[config.mk]
export PLATFORM = sky130hd
export DESIGN_NAME = wrr_sched
export DESIGN_NICKNAME = d
export VERILOG_FILES = /design/src/rtl/wrr_pkg.sv /design/src/rtl/wrr_elig.sv /design/src/rtl/wrr_pick.sv /design/src/rtl/wrr_turn.sv /design/src/rtl/wrr_sched.sv
export SDC_FILE = /design/constraint.sdc
export NUM_CORES = 1
export LEC_CHECK = 0
export BUFFER_PORTS_ARGS = -buffer_cell sky130_fd_sc_hd__buf_2
export CAP_MARGIN = 20
export CORE_MARGIN = 10
export CORE_UTILIZATION = 61
export CTS_BUF_LIST = sky130_fd_sc_hd__clkbuf_8
export DETAILED_ROUTE_END_ITERATION = 10
export PLACE_DENSITY = 0.83
export SETUP_SLACK_MARGIN = 0.2
export SYNTH_ARGS = -nofsm -noshare
export SYNTH_HDL_FRONTEND = slang
export SYNTH_HIERARCHICAL = 1
export SYNTH_SLANG_ARGS = --single-unit
[constraint.sdc]
create_clock -name clk -period 13 [get_ports clk]
set_clock_uncertainty 0.1 [all_clocks]
set_input_delay 0.65 -clock clk [delete_from_list [all_inputs] [get_ports clk]]
set_output_delay 0.65 -clock clk [all_outputs]
set_load 0.01 [all_outputs]
[src/rtl/wrr_pkg.sv]
package wrr_pkg;

    localparam int WGT_W = 8;

    typedef logic [WGT_W-1:0] wgt_t;

    typedef struct packed {
        logic hold;
        wgt_t credit;
    } turn_t;

    function automatic int wrap_add(input int base, input int step, input int n);
        return (base + step) % n;
    endfunction

endpackage

[src/rtl/wrr_elig.sv]
module wrr_elig
    import wrr_pkg::*;
#(
    parameter int NUM_Q = 5
) (
    input  logic [NUM_Q-1:0]       q_busy,
    input  logic [NUM_Q*WGT_W-1:0] weight_flat,
    output logic [NUM_Q-1:0]       elig
);
    for (genvar g = 0; g < NUM_Q; g++) begin : g_elig
        assign elig[g] = q_busy[g] && (weight_flat[g*WGT_W +: WGT_W] != '0);
    end
endmodule

[src/rtl/wrr_pick.sv]
module wrr_pick
    import wrr_pkg::*;
#(
    parameter int NUM_Q = 5,
    parameter int IDX_W = 3
) (
    input  logic             clk,
    input  logic             rst,
    input  logic [NUM_Q-1:0] elig,
    input  logic [IDX_W-1:0] last_idx,
    output logic             found,
    output logic [IDX_W-1:0] pick_idx,
    output logic [NUM_Q-1:0] pick_oh
);
    always_comb begin
        found    = 1'b0;
        pick_idx = last_idx;
        for (int k = 0; k < NUM_Q; k++) begin
            int p;
            p = wrap_add(int'(last_idx), k + 1, NUM_Q);
            if (!found && elig[p]) begin
                found    = 1'b1;
                pick_idx = IDX_W'(p);
            end
        end
        pick_oh = '0;
        if (found) pick_oh[pick_idx] = 1'b1;
    end


    pick_onehot_chk: assert property (@(posedge clk) disable iff (rst)
        $onehot0(pick_oh));


    pick_eligible_chk: assert property (@(posedge clk) disable iff (rst)
        found |-> ((pick_oh & elig) != '0));
endmodule

[src/rtl/wrr_turn.sv]
module wrr_turn
    import wrr_pkg::*;
#(
    parameter int NUM_Q = 5,
    parameter int IDX_W = 3
) (
    input  logic                   clk,
    input  logic                   rst,
    input  logic [NUM_Q-1:0]       q_busy,
    input  logic [NUM_Q*WGT_W-1:0] weight_flat,
    input  logic                   cell_done,
    input  logic                   found,
    input  logic [IDX_W-1:0]       pick_idx,
    output logic [IDX_W-1:0]       cur_q,
    output logic                   serve_valid
);
    turn_t st;
    logic  cur_busy, take, last_cell, turn_over;
    wgt_t  pick_wgt;

    assign cur_busy    = q_busy[cur_q];
    assign serve_valid = st.hold && cur_busy;
    assign take        = serve_valid && cell_done;
    assign last_cell   = take && (st.credit == wgt_t'(1));
    assign turn_over   = !st.hold || !cur_busy || last_cell;
    assign pick_wgt    = weight_flat[pick_idx*WGT_W +: WGT_W];

    always_ff @(posedge clk) begin
        if (rst) begin
            cur_q     <= IDX_W'(NUM_Q - 1);
            st.hold   <= 1'b0;
            st.credit <= '0;
        end else if (turn_over) begin
            if (found) begin
                cur_q     <= pick_idx;
                st.hold   <= 1'b1;
                st.credit <= pick_wgt;
            end else begin
                st.hold   <= 1'b0;
                st.credit <= '0;
            end
        end else if (take) begin
            st.credit <= st.credit - wgt_t'(1);
        end
    end


    credit_step_chk: assert property (@(posedge clk) disable iff (rst)
        (take && !last_cell && st.hold && cur_busy) |=> (st.credit == $past(st.credit) - wgt_t'(1)));


    credit_nonzero_chk: assert property (@(posedge clk) disable iff (rst)
        st.hold |-> (st.credit != '0));


    idx_hold_chk: assert property (@(posedge clk) disable iff (rst)
        (serve_valid && !cell_done) |=> (!serve_valid || $stable(cur_q)));
endmodule

[src/rtl/wrr_sched.sv]
module wrr_sched
    import wrr_pkg::*;
#(
    parameter int NUM_Q = 5,
    localparam int IDX_W = (NUM_Q > 1) ? $clog2(NUM_Q) : 1
) (
    input  logic                   clk,
    input  logic                   rst,
    input  logic [NUM_Q-1:0]       q_busy,
    input  logic [NUM_Q*WGT_W-1:0] weight_flat,
    input  logic                   cell_done,
    output logic [IDX_W-1:0]       serve_idx,
    output logic                   serve_valid
);
    logic [NUM_Q-1:0] elig;
    logic [NUM_Q-1:0] pick_oh;
    logic             found;
    logic [IDX_W-1:0] pick_idx;
    logic [IDX_W-1:0] cur_q;

    wrr_elig #(.NUM_Q(NUM_Q)) elig_i (
        .q_busy(q_busy), .weight_flat(weight_flat), .elig(elig)
    );

    wrr_pick #(.NUM_Q(NUM_Q), .IDX_W(IDX_W)) pick_i (
        .clk(clk), .rst(rst), .elig(elig), .last_idx(cur_q),
        .found(found), .pick_idx(pick_idx), .pick_oh(pick_oh)
    );

    wrr_turn #(.NUM_Q(NUM_Q), .IDX_W(IDX_W)) turn_i (
        .clk(clk), .rst(rst), .q_busy(q_busy), .weight_flat(weight_flat),
        .cell_done(cell_done), .found(found), .pick_idx(pick_idx),
        .cur_q(cur_q), .serve_valid(serve_valid)
    );

    assign serve_idx = cur_q;


    idle_low_chk: assert property (@(posedge clk) disable iff (rst)
        (!(|q_busy)) |-> !serve_valid);


    reset_idle_chk: assert property (@(posedge clk)
        rst |=> !serve_valid || (|elig));
endmodule

==> flow_metrics.tcl <==
set metrics [dict create \
    finalSetupViolCount 0 \
    globalRouteTotalUtil_pct 21.23 \
    dp_worst_setup_slack_ns 6.692 \
    post_synth_inst_count 428 \
    first_iter_violations 329 \
    worst_setup_path_end_kind "flip-flop" \
    clock_transition_at_the_register_clock_pins_on_the_worst_setup_and_hold_paths_after_cts_ns 0.05 \
    detail_route.wl_per_cell_um 17.22 \
    post_cts_resized 0 \
    dr.max_layer_used "met4" \
    placement.cell_area_um2 3302 \
    gp_congestion 1.043 \
    finalInstanceArea_um2 3343 \
    cts_inserted_buffers 3 \
    mappedNetlistArea_um2 3019 \
    drtPass1Iterations 5 \
    min_period_ns 6.426 \
    clockBufferDepth 2 \
    first_global_vias 3327 \
    flow.area_growth_from_synthesis_pct 10.73 \
    maxSlewViolCount 0 \
    cts_tree "yes" \
    number_of_setup_buffers_added_after_cts 0 \
    worst_slew_pin_slew_ns 1.118 \
    detailroute.via_count 3505 \
    met3RoutedLength_um 638 \
    setup_ws_ns 6.574 \
    syn_nets 501 \
    timing.setup.tns_ns 0 \
    route.antenna.remaining_nets 0 \
    die-width_um 90.35 \
    port_buffers 51 \
    routed_via_density 6.601 \
    register_area_um2 240.2 \
    hpwl_after_dpl_um 7145 \
    max_freq_mhz 155.6 \
    cp-start-kind "flip-flop" \
    synth.avg_cell_area_um2 7.054 \
    fp.coreArea_um2 4755 \
    timing_worst_setup_path_type "reg2reg" \
    max_slew_margin_pct 25.45 \
    grt_first_pass_wirelength_um 15190 \
    wl_met1_um 4014 \
    finalHoldViolCount 0 \
    globalRouteOverflowTotal 0 \
    run_status "completed" \
    post-place-cells 528 \
    floorplan.initialDensity_pct 63.50 \
    data_arrival_time_of_the_critical_path_ns 6.51 \
    cts.sink_count 12 \
    floorplan_die_area_um2 8163 \
    clock_latency_ns 0.25 \
    root_buffer "clkbuf_8" \
    n_antenna_cell 0 \
    worst_hold_path_type "reg2reg" \
    timing.critical_path.fanout_max 22 \
    chipHeight_um 90.35 \
    cts_max_level 1 \
    maxCapViolCount 0 \
    rsz0062_at_grt "no" \
    route.final.wire_length_um 9142 \
    fin_cells 531 \
    final.period_utilization_pct 49.43 \
    cts_hold_repair.buffers 0 \
    required_time_reported_for_the_critical_path_endpoint_ns 13.08 \
    ios 52 \
    route.detailed.drc 0 \
    grt_max_degree 37 \
    route.met2.wl_um 4161 \
    final.fill_count 407 \
    multiInputGateArea_um2 2590 \
    num-nets-final 539 \
    number_of_warnings_printed_during_yosys_synthesis 6 \
    grt_antenna_before_repair 0 \
    final_layout_size_suffix_gt1_share_pct 17.67 \
    fp-row-count 25 \
]
per-layer routing:
layer / vias up / track usage, %
li1: 1709 / -
met4: 0 / 10.21
met2: 170 / 34.56
met5: - / 0
met3: 26 / 3.741
met1: 1600 / 26.27
cell type report:
class	instances	share of cell area [%]
multi-input cells	367	77.47
clock buffers	3	1.235
inverters	28	3.293
repair buffers	54	8.308
flip-flops and latches	12	7.186
well taps	67	2.507
worst paths after layout:
path         slack (ns)  cells past startpoint                   endpoint                         start
max reg2reg        6.57                     21  turn_i/st[0]$_SDFFE_PP0P_  turn_i/cur_q[1]$_SDFFE_PP0P_
min                0.55                      2  turn_i/st[6]$_SDFFE_PP0P_     turn_i/st[6]$_SDFFE_PP0P_
max                6.57                     21  turn_i/st[0]$_SDFFE_PP0P_  turn_i/cur_q[1]$_SDFFE_PP0P_
min reg2reg        0.55                      2  turn_i/st[6]$_SDFFE_PP0P_     turn_i/st[6]$_SDFFE_PP0P_
placed cells by master (no fill, tap or decap), types with 12 or more instances in the layout:
| cell | n |
|---|---|
| a21oi_1 | 30 |
| buf_2 | 51 |
| dfxtp_1 | 12 |
| ha_1 | 25 |
| inv_1 | 23 |
| mux2i_1 | 26 |
| nand2_1 | 34 |
| nand4_1 | 12 |
| nor2_1 | 25 |
| o21ai_0 | 36 |
state kept, by name, summed over array words and instances (netlist names):
signal,count
turn_i/st,9
turn_i/cur_q,3
critical path, stage by stage, from the launching register on:
cell      delay (ns)
dfxtp_1         0.83
inv_1           0.27
ha_1            0.35
buf_4           0.25
clkinv_1        0.39
ha_1            0.32
inv_1           0.05
ha_1            0.21
nand2b_1        0.17
a21oi_1         0.20
nand2b_1        0.16
nor2_1          0.05
o31ai_2         0.44
and3_1          0.30
nand3_1         0.17
nor2_1          0.15
mux2i_1         0.88
inv_1           0.19
nor4b_1         0.35
a21oi_1         0.10
a211o_1         0.30
a21oi_2         0.11
stage by stage:
step | hold slack, ns | utilization (%)
after floorplan | 0.4666 | -
after global placement | 0.5247 | 69.45
after detailed placement | 0.5343 | 69.45
after CTS | 0.5450 | 70.32
after global routing | 0.5693 | 70.32
final | 0.5455 | 70.32
Power is left out: the tool's default activity adds up to more than one toggle a clock period on the data nets, which glitch-free logic cannot reach.
